$ cat config.mk
export PLATFORM = sky130hd
export DESIGN_NAME = lpc_timing_gen
export DESIGN_NICKNAME = d
export VERILOG_FILES = /design/src/rtl/lpc_pkg.sv /design/src/rtl/lpc_cfg_regs.sv /design/src/rtl/lpc_counters.sv /design/src/rtl/lpc_line_decode.sv /design/src/rtl/lpc_timing_gen.sv
export SDC_FILE = /design/constraint.sdc
export NUM_CORES = 1
export LEC_CHECK = 0
export ABC_CLOCK_PERIOD_IN_PS = 3300
export CELL_PAD_IN_SITES_DETAIL_PLACEMENT = 0
export CELL_PAD_IN_SITES_GLOBAL_PLACEMENT = 1
export CORE_ASPECT_RATIO = 1.25
export CORE_MARGIN = 8
export CORE_UTILIZATION = 44
export DETAILED_ROUTE_END_ITERATION = 8
export PLACE_DENSITY_LB_ADDON = 0.2
export SETUP_SLACK_MARGIN = 0.5
export SYNTH_ARGS = -nofsm -noshare
export SYNTH_HDL_FRONTEND = slang
export SYNTH_SLANG_ARGS = --single-unit
$ cat constraint.sdc
create_clock -name clk -period 3.3 [get_ports clk]
set_clock_uncertainty 0.2 [all_clocks]
set_input_delay 0.66 -clock clk [delete_from_list [all_inputs] [get_ports clk]]
set_output_delay 0.66 -clock clk [all_outputs]
set_load 0.01 [all_outputs]
$ cat src/rtl/lpc_pkg.sv
package lpc_pkg;

    localparam int PIX_W  = 12;
    localparam int LINE_W = 11;
    localparam int ADDR_W = 3;
    localparam int DATA_W = PIX_W;
    localparam int MIN_LEN = 2;

    localparam logic [ADDR_W-1:0] A_PIX_LEN    = 3'd0;
    localparam logic [ADDR_W-1:0] A_LINE_LEN   = 3'd1;
    localparam logic [ADDR_W-1:0] A_MODE       = 3'd2;
    localparam logic [ADDR_W-1:0] A_ZOOM_FIRST = 3'd3;
    localparam logic [ADDR_W-1:0] A_ZOOM_LAST  = 3'd4;

    typedef enum logic [1:0] {
        MODE_FRAME = 2'd0,
        MODE_FIELD = 2'd1,
        MODE_X2    = 2'd2,
        MODE_ZOOM  = 2'd3
    } scan_mode_e;

    typedef struct packed {
        logic [PIX_W-1:0]  pix_len;
        logic [LINE_W-1:0] line_len;
        scan_mode_e        mode;
        logic [LINE_W-1:0] zoom_first;
        logic [LINE_W-1:0] zoom_last;
    } tg_cfg_t;

    typedef struct packed {
        logic line_sel;
        logic pair_first;
        logic zoom_win;
    } line_flags_t;

    function automatic logic [PIX_W-1:0] clamp_pix(input logic [PIX_W-1:0] v);
        return (v < PIX_W'(MIN_LEN)) ? PIX_W'(MIN_LEN) : v;
    endfunction

    function automatic logic [LINE_W-1:0] clamp_line(input logic [LINE_W-1:0] v);
        return (v < LINE_W'(MIN_LEN)) ? LINE_W'(MIN_LEN) : v;
    endfunction

    function automatic tg_cfg_t clamp_cfg(input tg_cfg_t c);
        tg_cfg_t r;
        r          = c;
        r.pix_len  = clamp_pix(c.pix_len);
        r.line_len = clamp_line(c.line_len);
        return r;
    endfunction

endpackage

$ cat src/rtl/lpc_cfg_regs.sv
module lpc_cfg_regs
    import lpc_pkg::*;
#(
    parameter logic [PIX_W-1:0]  DEF_PIX_LEN  = 12'd16,
    parameter logic [LINE_W-1:0] DEF_LINE_LEN = 11'd8
) (
    input  logic              clk,
    input  logic              rst,
    input  logic              wr_en,
    input  logic [ADDR_W-1:0] wr_addr,
    input  logic [DATA_W-1:0] wr_data,
    input  logic              commit,
    output tg_cfg_t           act_cfg
);

    localparam tg_cfg_t CFG_DEFAULT = '{
        pix_len:    DEF_PIX_LEN,
        line_len:   DEF_LINE_LEN,
        mode:       MODE_FRAME,
        zoom_first: '0,
        zoom_last:  '0
    };

    tg_cfg_t stage_q;
    tg_cfg_t act_q;

    // Staging side: written at any time, never read by the counters.
    always_ff @(posedge clk) begin
        if (rst) begin
            stage_q <= CFG_DEFAULT;
        end else if (wr_en) begin
            case (wr_addr)
                A_PIX_LEN:    stage_q.pix_len    <= wr_data[PIX_W-1:0];
                A_LINE_LEN:   stage_q.line_len   <= wr_data[LINE_W-1:0];
                A_MODE:       stage_q.mode       <= scan_mode_e'(wr_data[1:0]);
                A_ZOOM_FIRST: stage_q.zoom_first <= wr_data[LINE_W-1:0];
                A_ZOOM_LAST:  stage_q.zoom_last  <= wr_data[LINE_W-1:0];
                default:      stage_q            <= stage_q;
            endcase
        end
    end

    // Active side: takes the pre-write staging contents at the frame wrap.
    always_ff @(posedge clk) begin
        if (rst) begin
            act_q <= CFG_DEFAULT;
        end else if (commit) begin
            act_q <= clamp_cfg(stage_q);
        end
    end

    assign act_cfg = act_q;

endmodule

$ cat src/rtl/lpc_counters.sv
module lpc_counters
    import lpc_pkg::*;
#(
    parameter int CLK_PER_PIX = 2
) (
    input  logic              clk,
    input  logic              rst,
    input  logic [PIX_W-1:0]  pix_len,
    input  logic [LINE_W-1:0] line_len,
    output logic [PIX_W-1:0]  pix_cnt,
    output logic [LINE_W-1:0] line_cnt,
    output logic              pix_adv,
    output logic              frame_end,
    output logic              frame_odd
);

    logic pix_last;
    logic line_last;

    // Clock divider: picks the edge on which the pixel counter moves.
    generate
        if (CLK_PER_PIX <= 1) begin : g_full_rate
            assign pix_adv = 1'b1;
        end else begin : g_div
            localparam int PH_W = $clog2(CLK_PER_PIX);
            localparam logic [PH_W-1:0] PH_LAST = PH_W'(CLK_PER_PIX - 1);
            logic [PH_W-1:0] phase_q;
            always_ff @(posedge clk) begin
                if (rst) begin
                    phase_q <= '0;
                end else if (phase_q == PH_LAST) begin
                    phase_q <= '0;
                end else begin
                    phase_q <= phase_q + PH_W'(1);
                end
            end
            assign pix_adv = (phase_q == PH_LAST);
        end
    endgenerate

    assign pix_last  = (pix_cnt  == pix_len  - PIX_W'(1));
    assign line_last = (line_cnt == line_len - LINE_W'(1));
    assign frame_end = pix_adv && pix_last && line_last;

    always_ff @(posedge clk) begin
        if (rst) begin
            pix_cnt <= '0;
        end else if (pix_adv) begin
            pix_cnt <= pix_last ? '0 : pix_cnt + PIX_W'(1);
        end
    end

    always_ff @(posedge clk) begin
        if (rst) begin
            line_cnt <= '0;
        end else if (pix_adv && pix_last) begin
            line_cnt <= line_last ? '0 : line_cnt + LINE_W'(1);
        end
    end

    always_ff @(posedge clk) begin
        if (rst) begin
            frame_odd <= 1'b0;
        end else if (frame_end) begin
            frame_odd <= ~frame_odd;
        end
    end

endmodule

$ cat src/rtl/lpc_line_decode.sv
module lpc_line_decode
    import lpc_pkg::*;
(
    input  scan_mode_e        mode,
    input  logic [LINE_W-1:0] zoom_first,
    input  logic [LINE_W-1:0] zoom_last,
    input  logic [LINE_W-1:0] line_cnt,
    input  logic              frame_odd,
    output line_flags_t       flags
);

    logic in_zoom;
    logic parity_hit;

    assign in_zoom    = (line_cnt >= zoom_first) && (line_cnt <= zoom_last);
    assign parity_hit = (line_cnt[0] == frame_odd);

    always_comb begin
        flags.zoom_win   = in_zoom;
        flags.line_sel   = 1'b1;
        flags.pair_first = 1'b0;
        case (mode)
            MODE_FRAME: begin
                flags.line_sel = 1'b1;
            end
            MODE_FIELD: begin
                flags.line_sel   = 1'b1;
                flags.pair_first = parity_hit;
            end
            MODE_X2: begin
                flags.line_sel = parity_hit;
            end
            MODE_ZOOM: begin
                flags.line_sel = in_zoom;
            end
            default: begin
                flags.line_sel = 1'b1;
            end
        endcase
    end

endmodule

$ cat src/rtl/lpc_timing_gen.sv
module lpc_timing_gen
    import lpc_pkg::*;
#(
    parameter logic [PIX_W-1:0]  DEF_PIX_LEN  = 12'd16,
    parameter logic [LINE_W-1:0] DEF_LINE_LEN = 11'd8,
    parameter int                CLK_PER_PIX  = 2
) (
    input  logic              clk,
    input  logic              rst,
    input  logic              wr_en,
    input  logic [2:0]        wr_addr,
    input  logic [11:0]       wr_data,
    output logic [11:0]       pix_cnt,
    output logic [10:0]       line_cnt,
    output logic              pix_adv,
    output logic              frame_end,
    output logic              frame_odd,
    output logic              line_sel,
    output logic              pair_first,
    output logic              zoom_win
);

    tg_cfg_t     act_cfg;
    line_flags_t flags;
    logic        commit;

    assign commit = frame_end;

    lpc_cfg_regs #(
        .DEF_PIX_LEN  (DEF_PIX_LEN),
        .DEF_LINE_LEN (DEF_LINE_LEN)
    ) u_cfg (
        .clk     (clk),
        .rst     (rst),
        .wr_en   (wr_en),
        .wr_addr (wr_addr),
        .wr_data (wr_data),
        .commit  (commit),
        .act_cfg (act_cfg)
    );

    lpc_counters #(
        .CLK_PER_PIX (CLK_PER_PIX)
    ) u_cnt (
        .clk       (clk),
        .rst       (rst),
        .pix_len   (act_cfg.pix_len),
        .line_len  (act_cfg.line_len),
        .pix_cnt   (pix_cnt),
        .line_cnt  (line_cnt),
        .pix_adv   (pix_adv),
        .frame_end (frame_end),
        .frame_odd (frame_odd)
    );

    lpc_line_decode u_dec (
        .mode       (act_cfg.mode),
        .zoom_first (act_cfg.zoom_first),
        .zoom_last  (act_cfg.zoom_last),
        .line_cnt   (line_cnt),
        .frame_odd  (frame_odd),
        .flags      (flags)
    );

    assign line_sel   = flags.line_sel;
    assign pair_first = flags.pair_first;
    assign zoom_win   = flags.zoom_win;

endmodule

**Word-level counts from Yosys, hierarchy flattened**

Cells that the tools add are included.
W data, S select, Z words.

- Word-level logic and storage cells: 52
- Register bits after elaboration: 119
- Output and inout bits: 29

- Eq/ne operators: 10
- Add/subtract/negate cells: 5
- Magnitude comparators: 4
- Reduce and logical (&&, ||, !) cells: 12
- Muxes and demuxes: 6
- Bitwise logic cells: 1

Operators with widths:

| cell | count |
|---|---|
| $mux W12 | 2 |
| $mux W11 | 2 |
| $add A12 B1 Y12 const B | 1 |
| $eq A12 B12 Y1 | 1 |
| $lt A12 B2 Y1 const B | 1 |
| $sub A12 B1 Y12 const B | 1 |
| $add A11 B1 Y11 const B | 1 |
| $eq A11 B11 Y1 | 1 |
| $ge A11 B11 Y1 | 1 |
| $le A11 B11 Y1 | 1 |
| $lt A11 B2 Y1 const B | 1 |
| $sub A11 B1 Y11 const B | 1 |
| $reduce_and A2 Y1 | 5 |
| $eq A3 B2 Y1 const B | 2 |
| $eq A2 B2 Y1 const B | 2 |
| $reduce_or A2 Y1 | 2 |
| $eq A3 B1 Y1 const B | 1 |
| $eq A3 B3 Y1 const B | 1 |
| $logic_and A1 B1 Y1 | 3 |
| $logic_not A3 Y1 | 1 |
| $pmux W1 S3 | 1 |
| $eq A2 B1 Y1 const B | 1 |
| $logic_not A2 Y1 | 1 |
| $add A1 B1 Y1 const B | 1 |
| 3 further kinds | 3 |

**Depth between registers and ports, before layout**

Gate-level depths: netlist (run 1).

- Depth after elaboration: 4
- Gate-level depth with buffers: 12
- Depth with buffers taken out: 9

**Modules after synthesis**

From an unflattened synthesis (run 1), not the netlist that was laid out.

- Cells, all modules: 709
- Area total of the unflattened synthesis: 6070.8 um^2

By module, submodules not included:

| module | sequential area each (um^2) | cells an instance | area an instance (um^2) | instances |
|---|---|---|---|---|
| lpc_cfg_regs | 1881.8 | 372 | 3422.0 | 1 |
| lpc_counters | 500.5 | 261 | 2026.9 | 1 |
| lpc_line_decode | 0.0 | 76 | 621.8 | 1 |

**Least setup slack after synthesis (run 1)**

No wires, ideal clock.

- Kind: reg2out
- From: register u_cnt.line_cnt[0]
- To: output port line_sel
- Cell stages (with the launch flop): 11
- Arrival time: 2244 ps
- Path slack: 196 ps
- Path buffers: 1
- Path through: dfxtp_1 -> clkdlybuf4s50_2 -> inv_1 -> ha_1 -> nor2b_1 -> o21a_1 -> o21a_1 -> o21bai_1 -> a21oi_1 -> o41ai_1 -> a31o_2

- Cells in the longest elaborated chain, start to end: 3
- Elaborated cells between the ends (all ways): 5
- Those cells by class: order compare: 2; eq/ne: 1; mux: 1; reduce/logical: 1

Ends and longest elaborated chain:

| element | line | RTL |
|---|---|---|
| from (decl) | lpc_counters.sv:11 | `output logic [LINE_W-1:0] line_cnt,` |
| from (signal assigned) | lpc_counters.sv:57 | `line_cnt <= line_last ? '0 : line_cnt + LINE_W'(1);` |
| $ge A11 B11 Y1 / $le A11 B11 Y1 (equally long branches) | lpc_line_decode.sv:15 | `assign in_zoom = (line_cnt >= zoom_first) && (line_cnt <= zoom_last);` |
| $logic_and A1 B1 Y1 | lpc_line_decode.sv:15 |  |
| $pmux W1 S3 * | lpc_line_decode.sv:22 | `case (mode)` |
| to (decl) | lpc_timing_gen.sv:18 | `output logic line_sel,` |

Mark *: on every way between the ends. The rest lies on a longest branch, timed or not.

**Worst setup path in the final report (run 1)**

- From: register u_cnt.line_cnt[1]
- To: output port line_sel

- Cells in the longest elaborated chain, start to end: 3
- Elaborated cells between the ends (all ways): 4
- Those cells by class: order compare: 2; mux: 1; reduce/logical: 1

Ends and longest elaborated chain:

| element | line |
|---|---|
| $ge A11 B11 Y1 / $le A11 B11 Y1 (equally long branches) | lpc_line_decode.sv:15 |
| $logic_and A1 B1 Y1 * | lpc_line_decode.sv:15 |
| $pmux W1 S3 * | lpc_line_decode.sv:22 |

Marked as above.

==> Implementation_results.wiki, run 1 <==
{| class="wikitable"
! Metric !! Value
|-
| Static leakage || 3.05 nW
|-
| Pin count of the biggest net entering global routing || 54
|-
| Crit-path max FO || 3
|-
| FF+latch area || 0.00240 mm2
|-
| Internal power consumption || 0.00307 W
|-
| Mean instance size in the synthesized netlist || 7.84 um2
|-
| Post-DP HPWL || 12.1 mm
|-
| Number of nets in the layout || 908
|-
| Overall die width || 121 um
|-
| Number of synthesized flops with an enable pin || 0
|-
| Worst Hold Path Cells || 2
|-
| Vias per inst || 5.72
|-
| Filler cell count in the final layout || 1,158
|-
| Maximum clock frequency || 298 MHz
|-
| TritonCTS clock tree || yes
|-
| Setup slack of the worst register-to-register path || 0.11 ns
|-
| Final weighted congestion in routability-driven placement || 0.838
|-
| Number of buffers between clock root and the deepest sink || 2
|-
| DP Cell Count || 989
|-
| Unrepaired setup endpoints after global routing || yes
|-
| Minimum setup slack in the final design || -0.0522 ns
|-
| Setup TNS || -0.0555 ns
|-
| Wire length of the first global-routing pass || 30.0 mm
|-
| Crit. End Element || primary output
|-
| Antenna cell count || 0
|-
| Combinational share of power || 9.5%
|-
| Failing checks || negative setup slack
|-
| Post-route clock period utilization || 102%
|-
| Count of boundary I/O pins || 47
|-
| Number of violations of the max-capacitance limit || 0
|-
| Placeable core area || 0.0137 mm2
|-
| Post-layout minimum cycle time || 3.35 ns
|-
| Cell type with the highest aggregate area in the netlist || dfxtp_1
|-
| Sink Count || 119
|-
| Dominant combinational cell family by area after synthesis || simple AND/OR/NAND/NOR gates
|-
| Number of H-tree levels || 4
|-
| Post-layout total power || 0.00399 W
|-
| Commonest cells after routing, fill and taps aside || nand2_1, dfxtp_1, a21oi_1, nand3_1, clkdlybuf4s50_1
|-
| Crit-path max cell delay || 0.43 ns
|-
| Total Routed Length || 19.7 mm
|-
| Startpoint of the worst-slack reg-to-reg timing path || u_cfg.act_cfg[35]$_SDFFE_PP0P_
|-
| Rows || 48
|-
| Final Instance Count excl. Fillers || 1,052
|-
| Area of the die || 0.0179 mm2
|-
| Initial antenna violation count || 0
|-
| Type of element launching the critical path || register
|-
| Most common cell after layout, fill and taps aside || nand2_1
|-
| PwrDens || 463 mW/mm2
|-
| Final cell utilization of the core || 62.9%
|-
| Routed length per instance || 18.7 um
|-
| Final ANT Viol Nets || 0
|-
| Cell-by-cell trace of the critical path || ha_4 -> nor2b_4 -> o21a_1 -> o21a_1 -> o21bai_1 -> a21oi_1 -> o41ai_2 -> buf_4 -> a31o_4 -> buf_6
|-
| Post-Synth Simple-Gate Area || 24.7%
|-
| Flops & latches, synth || 119
|-
| Number of setup violations in the final report || 2
|-
| Clk pwr share || 53.0%
|-
| Endpoints failing hold || 0
|-
| Number of distinct library cell variants in the gate-level netlist after synthesis || 61
|-
| Yosys warnings || 0
|-
| Proportion of synthesized chip area in sequential cells || 39.0%
|-
| Root buf cell || clkbuf_16
|-
| Most repeated library cell on the critical path || o21a_1
|-
| Synthesized netlist net count || 823
|-
| Worst setup slack before clock tree synthesis || -0.0341 ns
|-
| DRT Pass-1 Iters || 5
|-
| Number of hold buffers added after cts || 0
|-
| Initial Utilization || 44.6%
|-
| Run status || finished with violations
|-
| Endpoint of the worst hold-timing path || u_cfg.act_cfg[12]$_SDFFE_PP0P_
|-
| Post-Synth XOR/XNOR Area || 5.59%
|-
| Worst r2r path cells || 12
|-
| Share of flip-flops with an asynchronous set or reset || 0%
|-
| Number of global-route vias before repair || 5,723
|-
| Total via count after detailed routing || 6,015
|-
| Area growth from synthesis to layout || 40.9%
|-
| Complex-gate fraction of the synthesized area || 18.9%
|-
| Net switching power of the design || 0.000916 W
|-
| Violation count after the first detailed-route iteration || 391
|-
| Post-synth design cell area || 0.00611 mm2
|-
| Hold wc startpoint || u_cfg.act_cfg[12]$_SDFFE_PP0P_
|-
| Cell count after synthesis || 779
|-
| Sequential power share || 37.5%
|-
| Top_reg_cell synth || dfxtp_1
|-
| Reg2reg end || u_cnt.line_cnt[1]$_SDFFE_PP0P_
|-
| Grt total ovfl || 0
|-
| Die Height || 148 um
|-
| Switching part of the total || 23.0%
|-
| Synth top area cells || dfxtp_1, a21oi_1, nand2_1
|-
| Worst rel slew slack || 52.6%
|-
| Global routing usage summed across all routing layers || 21.0%
|-
| I/O Buffers || 46
|-
| Share of synthesized area spent on multiplexers || 0.839%
|-
| Least-Margin Pin Slew || 0.710 ns
|-
| Arrival time worst endpoint || 2.49 ns
|-
| Fin. max-slew vios || 0
|-
| Worst Setup Path Type || reg2out
|-
| Max stage delay cell, worst path || o41ai_2
|-
| Number of DRC violations after detailed routing || 0
|-
| Total clock buffers created by CTS || 17
|-
| Data required time at the worst endpoint || 2.44 ns
|-
| Fraction of synthesized cell area taken by the top area cell type || 39.0%
|-
| VDD IR max || 0.299 mV
|-
| Adder-cell share of the synthesized area || 5.32%
|-
| Clock latency reported for the late side of the worst-skew pair || 0.42 ns
|-
| Worst hold path class || reg2reg
|-
| Multi-input logic area || 0.00403 mm2
|-
| Layout cells sized above 1 || 25.8%
|-
| Clk slew on worst S/H paths || 0.06 ns
|}
how the worst max path moves through the flow:
| stage | startpoint | endpoint | slack [ns] | cells past startpoint |
|---|---|---|---|---|
| 3_3_place_gp | u_cfg.act_cfg[1]$_SDFFE_PP0P_ | line_sel | -0.02 | 10 |
| 2_1_floorplan | u_cnt.line_cnt[1]$_SDFFE_PP0P_ | line_sel | 0.50 | 8 |
| 4_1_cts | u_cnt.line_cnt[1]$_SDFFE_PP0P_ | line_sel | -0.1 | 10 |
| 3_5_place_dp | u_cfg.act_cfg[1]$_SDFFE_PP0P_ | line_sel | -0.03 | 10 |
| 5_1_grt | u_cfg.act_cfg[1]$_SDFFE_PP0P_ | line_sel | -0.14 | 11 |
| 6_report | u_cnt.line_cnt[1]$_SDFFE_PP0P_ | line_sel | -0.05 | 10 |
final cells by class:
class | instances | share of cell area [%]
well taps | 175 | 2.54
clock inverters | 11 | 2.54
clock buffers | 21 | 5.23
flip-flops and latches | 119 | 27.8
inverters | 36 | 1.60
repair buffers | 108 | 13.5
multi-input cells | 582 | 46.8
critical path: cells and delay by family, from the launching register on:
family | cells | cell delay [ns]
simple gates | 1 | 0.11
flops | 1 | 0.34
compound gates | 6 | 1.10
fa+ha+maj | 1 | 0.24
buf+inv | 2 | 0.27
per-layer routing:
metal / share of wire [%] / GRT usage [%]
met1: 44 / 27.6
met2: 48 / 33.0
met3: 5.5 / 4.89
met4: 2.6 / 7.05
met5: 0 / 0
cells by family (layout without fill, tap and decap cells):
| kind of cell | after synthesis | count (layout) |
|---|---|---|
| AO/OA/AOI/OAI | 199 | 199 |
| XOR/XNOR | 39 | 39 |
| adder cells (fa/ha/maj) | 26 | 26 |
| buffers and inverters | 83 | 176 |
| flip-flops | 119 | 119 |
| multiplexers | 5 | 5 |
| AND/OR/NAND/NOR | 308 | 313 |
flip-flops by register name (all words and copies together), names as in the netlist:
register and flops:
u_cfg.act_cfg 47, u_cfg.stage_q 47, u_cnt.line_cnt 11, u_cnt.frame_odd 1, u_cnt.pix_cnt 12, u_cnt.pix_adv 1
synthesized netlist by cell type, types with 4 or more instances:
library cell and count:
nand3_1 74, clkbuf_1 36, buf_2 5, dfxtp_1 119, a21o_1 10, ha_1 26, a31oi_1 4, and3_1 5
nor2b_1 7, nor2_1 35, nor4_1 9, o22ai_1 4, o21ai_0 57, xor2_1 14, inv_1 36, nor3_1 18
a21oi_1 96, nand2_1 116, o32ai_1 4, or3_1 6, mux2i_1 4, nor3b_1 5, nand4_1 12, o21a_1 4
xnor2_1 25
metrics by stage:
| stage | hold WS, ns | cell area (um2) |
|---|---|---|
| after global placement | 0.247 | 6900 |
| after CTS | 0.257 | 8120 |
| after global routing | 0.270 | 8610 |
| final | 0.255 | 8610 |
| after detailed placement | 0.247 | 6900 |
| after floorplan | 0.234 | 6160 |
power groups by stage:
stage | clock network (W) | registers (W) | logic, W
final | 0.00211 | 0.00149 | 0.000379
after global routing | 0.00221 | 0.00150 | 0.000410
after CTS | 0.00214 | 0.00149 | 0.000354
after detailed placement | 0 | 0.00152 | 0.000333
after global placement | 0 | 0.00152 | 0.000326
after floorplan | 0 | 0.00153 | 0.000180
timing repair:
action / 4_1_cts / 5_1_grt
pin swaps: 17 / 83
setup buffers: 9 / 6
resized for setup: 153 / 73
cloned: 6 / 10
endpoints found under the setup margin: 73 / 73
Note: power is estimated with default switching activity, not from simulation.
==> run 2: changes to the inputs <==
CELL_PAD_IN_SITES_DETAIL_PLACEMENT = 1   (was 0)
CTS_CLUSTER_SIZE = 20   (was unset)
==> Implementation_results.wiki, run 2 (synthesized netlist as in run 1, its figures left out) <==
{| class="wikitable"
! Metric !! Value
|-
| Run status || finished with violations
|-
| Failing checks || negative setup slack
|-
| Global routing usage summed across all routing layers || 31.0%
|-
| Post-route clock period utilization || 113%
|-
| TritonCTS clock tree || yes
|-
| Die Height || 148 um
|-
| Minimum setup slack in the final design || -0.420 ns
|-
| Total clock buffers created by CTS || 17
|-
| Number of logic stages on the critical path including buffering || 8
|-
| Pin count of the biggest net entering global routing || 54
|-
| Post-DP HPWL || 13.6 mm
|-
| Clock latency reported for the late side of the worst-skew pair || 0.45 ns
|-
| Root buf cell || clkbuf_16
|-
| Number of nets in the layout || 924
|-
| Wire length on met3 || 3.24 mm
|-
| Worst rel slew slack || 47.1%
|-
| I/O Buffers || 46
|-
| Largest delay share family, worst path || simple AND/OR/NAND/NOR gates
|-
| Area of the die || 0.0179 mm2
|-
| Number of global-route vias before repair || 7,247
|-
| Cell-by-cell trace of the critical path || buf_4 -> nor4_2 -> a21boi_1 -> o31ai_4 -> a31oi_2 -> nor3_2 -> and3_1 -> buf_2
|-
| Overall die width || 121 um
|-
| Violation count after the first detailed-route iteration || 989
|-
| Routed length per instance || 32.9 um
|-
| DP Cell Count || 989
|-
| Least-Margin Pin Slew || 0.794 ns
|-
| Total routed wire length on the met1 layer || 13.1 mm
|-
| Worst setup slack before clock tree synthesis || -0.0592 ns
|-
| Top routing layer in use || met4
|-
| Unrepaired setup endpoints after global routing || yes
|-
| Max stage delay cell, worst path || nor4_2
|-
| Post-layout total power || 0.00396 W
|-
| Fin. max-slew vios || 0
|-
| Initial antenna violation count || 0
|-
| Total via count after detailed routing || 7,455
|-
| Maximum clock frequency || 269 MHz
|-
| Rows || 48
|-
| Number of DRC violations after detailed routing || 0
|-
| Setup TNS || -14.40 ns
|-
| Antenna cell count || 0
|-
| Met2 Wirelength || 15.9 mm
|-
| Worst hold path class || reg2reg
|-
| Crit-path max FO || 5
|-
| Worst r2r path cells || 15
|-
| Layout cells sized above 1 || 29.9%
|-
| Most common cell after layout, fill and taps aside || nand2_1
|-
| Final ANT Viol Nets || 0
|-
| Grt total ovfl || 0
|-
| Count of boundary I/O pins || 47
|-
| Endpoints failing hold || 0
|-
| Final Instance Count excl. Fillers || 1,068
|-
| Initial Utilization || 44.6%
|-
| Crit-path max cell delay || 0.44 ns
|-
| Area growth from synthesis to layout || 47.8%
|-
| Post-layout minimum cycle time || 3.72 ns
|-
| Number of setup violations in the final report || 73
|-
| Type of element launching the critical path || register
|-
| VDD IR max || 0.354 mV
|-
| Wire length of the first global-routing pass || 42.7 mm
|-
| Total Routed Length || 35.2 mm
|-
| Arrival time worst endpoint || 2.86 ns
|-
| Worst Hold Path Cells || 2
|-
| Final cell utilization of the core || 65.9%
|-
| Filler cell count in the final layout || 1,511
|-
| Commonest cells after routing, fill and taps aside || nand2_1, dfxtp_1, nand3_1, a21oi_1, buf_4
|-
| Data required time at the worst endpoint || 2.44 ns
|-
| Crit. End Element || primary output
|-
| DRT Pass-1 Iters || 6
|-
| Clk slew on worst S/H paths || 0.07 ns
|-
| Final weighted congestion in routability-driven placement || 0.838
|-
| Number of buffers between clock root and the deepest sink || 2
|-
| Static leakage || 3.18 nW
|-
| Sink Count || 119
|-
| Buffering stage count on the worst path with inverters included || 2
|-
| PwrDens || 439 mW/mm2
|-
| Worst Setup Path Type || reg2out
|-
| Number of H-tree levels || 4
|-
| Number of violations of the max-capacitance limit || 0
|-
| Number of hold buffers added after cts || 0
|-
| Vias per inst || 6.98
|-
| Placeable core area || 0.0137 mm2
|}
[run 2: cell types whose count changed in the layout (fill, tap and decap cells not counted), sizes merged, moves of 2 or more]
cell | before | now
buf | 61 | 83
clkbuf | 26 | 19
bufinv | 6 | 2
inv | 38 | 42
clkinv | 2 | 4
[run 2: final cells by class]
| type | count | area [um2] | share of cell area [%] |
|---|---|---|---|
| clock inverters | 14 | 161 | 1.79 |
| inverters | 36 | 138 | 1.52 |
| multi-input cells | 580 | 4270 | 47.2 |
| clock buffers | 18 | 439 | 4.86 |
| repair buffers | 126 | 1410 | 15.6 |
| well taps | 175 | 219 | 2.42 |
| flip-flops and latches | 119 | 2400 | 26.5 |
[run 2: tightest hold or removal path, delay by kind of cell, from the launching register on]
family	cells	cell delay, ns
simple gates	1	0.06
flops	1	0.32
compound gates	1	0.05
[run 2: routing by layer]
layer / global-route usage (%) / up-vias
li1: - / 2944
met1: 35.0 / 3631
met2: 50.8 / 649
met3: 6.98 / 231
met4: 21.2 / 0
met5: 0 / -
[run 2: power breakdown]
| part | total, W | internal (W) | switching (W) |
|---|---|---|---|
| Clock | 0.00201 | 0.00115 | 0.000861 |
| Sequential | 0.00150 | 0.00146 | 0.0000375 |
| Combinational | 0.000450 | 0.000175 | 0.000275 |
| Total | 0.00396 | 0.00279 | 0.00117 |
[run 2: final timing paths]
kind | startpoint | endpoint | slack, ns
worst min-delay path | u_cfg.stage_q[17]$_SDFFE_PP0P_ | u_cfg.stage_q[17]$_SDFFE_PP0P_ | 0.28
worst max-delay path | u_cfg.act_cfg[26]$_SDFFE_PP0P_ | frame_end | -0.42
worst max register to register | u_cfg.act_cfg[36]$_SDFFE_PP0P_ | u_cfg.act_cfg[24]$_SDFFE_PP0P_ | -0.31
worst min register to register | u_cfg.stage_q[17]$_SDFFE_PP0P_ | u_cfg.stage_q[17]$_SDFFE_PP0P_ | 0.28
[run 2: through the flow]
step           hold WS [ns]  cell area, um2
4_1_cts               0.260            8400
3_3_place_gp          0.247            6900
5_1_grt               0.301            9030
2_1_floorplan         0.234            6160
6_report              0.275            9030
3_5_place_dp          0.250            6900
[run 2: repair_timing]
action | 4_1_cts | 5_1_grt
setup buffers | 23 | 11
cloned | 10 | 3
pin swaps | 95 | 42
resized for setup | 169 | 105
setup endpoints to repair | 73 | 75
endpoints found under the hold margin | 0 | 0
==> run 3: changes to the inputs <==
==> constraint.sdc (replaced) <==
create_clock -name clk -period 3.3 [get_ports clk]
set_clock_uncertainty 0.2 [all_clocks]
set_input_delay 0.99 -clock clk [delete_from_list [all_inputs] [get_ports clk]]
set_output_delay 0.99 -clock clk [all_outputs]
set_load 0.01 [all_outputs]
==> Implementation_results.wiki, run 3 (synthesized netlist as in run 1, its figures left out) <==
{| class="wikitable"
! Metric !! Value
|-
| Run status || finished with violations
|-
| Startpoint of the worst-slack reg-to-reg timing path || u_cfg.act_cfg[35]$_SDFFE_PP0P_
|-
| Crit. End Element || register
|-
| Switching part of the total || 27.4%
|-
| Violation count after the first detailed-route iteration || 922
|-
| Initial antenna violation count || 0
|-
| Final ANT Viol Nets || 0
|-
| VDD IR max || 0.436 mV
|-
| Initial Utilization || 44.6%
|-
| Crit-path max cell delay || 0.45 ns
|-
| Number of buffers between clock root and the deepest sink || 2
|-
| Area of the die || 0.0179 mm2
|-
| Post-DP HPWL || 14.4 mm
|-
| Largest delay share family, worst path || buffers and inverters
|-
| Number of DRC violations after detailed routing || 0
|-
| Buffering stage count on the worst path with inverters included || 11
|-
| Count of boundary I/O pins || 47
|-
| Hold wc startpoint || u_cfg.stage_q[0]$_SDFFE_PP0P_
|-
| DP Cell Count || 1,023
|-
| Minimum setup slack in the final design || -0.704 ns
|-
| Clk slew on worst S/H paths || 0.07 ns
|-
| Pin count of the biggest net entering global routing || 83
|-
| Endpoints failing hold || 0
|-
| Crit-path max FO || 6
|-
| Number of global-route vias before repair || 7,461
|-
| Most repeated library cell on the critical path || buf_6
|-
| Post-layout minimum cycle time || 4.00 ns
|-
| Static leakage || 3.32 nW
|-
| Arrival time worst endpoint || 4.04 ns
|-
| Least-Margin Pin Slew || 1.24 ns
|-
| Maximum clock frequency || 250 MHz
|-
| Vias per inst || 6.79
|-
| Type of element launching the critical path || register
|-
| Area growth from synthesis to layout || 51.7%
|-
| Final cell utilization of the core || 67.7%
|-
| Overall die width || 121 um
|-
| Worst hold path class || reg2reg
|-
| TritonCTS clock tree || yes
|-
| Antenna cell count || 0
|-
| CP Launch Point || u_cfg.act_cfg[35]$_SDFFE_PP0P_
|-
| Net switching power of the design || 0.00112 W
|-
| Internal power consumption || 0.00295 W
|-
| Cell-by-cell trace of the critical path || inv_2 -> ha_4 -> nor4b_4 -> buf_4 -> a21o_1 -> a2111oi_4 -> nand3_2 -> buf_6 -> buf_6 -> buf_6 -> buf_6 -> buf_6 -> buf_6 -> or3_4 -> buf_6 -> buf_6 -> buf_16 -> o21ai_2 -> nand3_1
|-
| Number of nets in the layout || 953
|-
| Final weighted congestion in routability-driven placement || 0.872
|-
| Number of violations of the max-capacitance limit || 0
|-
| Max stage delay cell, worst path || or3_4
|-
| Unrepaired setup endpoints after global routing || yes
|-
| Worst rel slew slack || 17.2%
|-
| Number of hold buffers added after cts || 0
|-
| Number of setup violations in the final report || 74
|-
| Clock latency reported for the late side of the worst-skew pair || 0.44 ns
|-
| Root buf cell || clkbuf_16
|-
| Post-route clock period utilization || 121%
|-
| I/O Buffers || 46
|-
| Combinational share of power || 12.4%
|-
| Worst Setup Path Type || reg2reg
|-
| Final Instance Count excl. Fillers || 1,097
|-
| Die Height || 148 um
|-
| Wire length of the first global-routing pass || 43.2 mm
|-
| Fin. max-slew vios || 0
|-
| Number of H-tree levels || 4
|-
| DRT Pass-1 Iters || 7
|-
| Layout cells sized above 1 || 33.5%
|-
| Placeable core area || 0.0137 mm2
|-
| Total Routed Length || 34.4 mm
|-
| Sequential power share || 36.7%
|-
| Commonest cells after routing, fill and taps aside || nand2_1, dfxtp_1, buf_4, nand3_1, a21oi_1
|-
| Global routing usage summed across all routing layers || 31.2%
|-
| Rows || 48
|-
| Grt total ovfl || 0
|-
| Clk pwr share || 50.9%
|-
| Total clock buffers created by CTS || 17
|-
| PwrDens || 439 mW/mm2
|-
| Most common cell after layout, fill and taps aside || nand2_1
|-
| Data required time at the worst endpoint || 3.34 ns
|-
| Routed length per instance || 31.3 um
|-
| Sink Count || 119
|-
| Failing checks || negative setup slack
|-
| Total via count after detailed routing || 7,451
|}
[run 3: changes by cell type in the layout (fill, tap and decap cells not counted), sizes merged]
cell | before | now
clkinv | 4 | 2
or4 | 6 | 3
clkbuf | 19 | 26
inv | 42 | 38
buf | 83 | 113
bufinv | 2 | 3
clkinvlp | 2 | 3
dlygate4sd2 | 0 | 1
clkdlybuf4s50 | 41 | 39
[run 3: worst min-delay path, delay by kind of cell (launching register included)]
family             cells  cell delay (ns)
and+or+nand+nor        1             0.06
DFF                    1             0.32
AOI/OAI and AO/OA      1             0.05
[run 3: final timing paths]
path	endpoint	slack, ns	cells past startpoint
max	u_cfg.act_cfg[39]$_SDFFE_PP1P_	-0.70	19
min	u_cfg.stage_q[0]$_SDFFE_PP0P_	0.28	2
max reg2reg	u_cfg.act_cfg[39]$_SDFFE_PP1P_	-0.70	19
min reg2reg	u_cfg.stage_q[0]$_SDFFE_PP0P_	0.28	2
[run 3: layout make-up]
cell class	count	area, um2
clock buffer	22	485
clock inverter	10	140
fill	1476	4420
inverter	36	138
multi-input combinational	577	4230
sequential	119	2400
tap	175	219
timing repair buffer	158	1650
[run 3: layer usage]
metal | GRT usage, % | vias up | wire, um
met5 | 0 | - | 0
li1 | - | 3005 | -
met3 | 8.17 | 241 | 3010
met4 | 20.0 | 0 | 3020
met2 | 52.0 | 601 | 16100
met1 | 34.3 | 3604 | 12300
[run 3: stage by stage]
| stage | power (W) | cell area (um2) | hold slack, ns | setup TNS, ns | setup WS (ns) |
|---|---|---|---|---|---|
| after floorplan | 0.00171 | 6180 | 0.234 | 0 | 0.369 |
| after global placement | 0.00188 | 7190 | 0.248 | -0.657 | -0.240 |
| after detailed placement | 0.00189 | 7190 | 0.250 | -0.803 | -0.303 |
| after CTS | 0.00389 | 8540 | 0.257 | -15.69 | -0.452 |
| after global routing | 0.00412 | 9270 | 0.293 | -38.47 | -0.677 |
| final | 0.00407 | 9270 | 0.277 | -37.12 | -0.704 |
[run 3: timing repair]
action	in CTS	in global routing
buffers inserted	23	7
pin swaps	74	50
gates resized for setup	151	128
setup endpoints to repair	75	79
cloned	8	4
[run 3: power by group through the flow]
stage	sequential [W]	clock [W]	combinational, W
after floorplan	0.00153	0	0.000186
after global routing	0.00149	0.00211	0.000518
after detailed placement	0.00152	0	0.000374
after CTS	0.00149	0.00199	0.000417
after global placement	0.00152	0	0.000359
final	0.00149	0.00207	0.000505
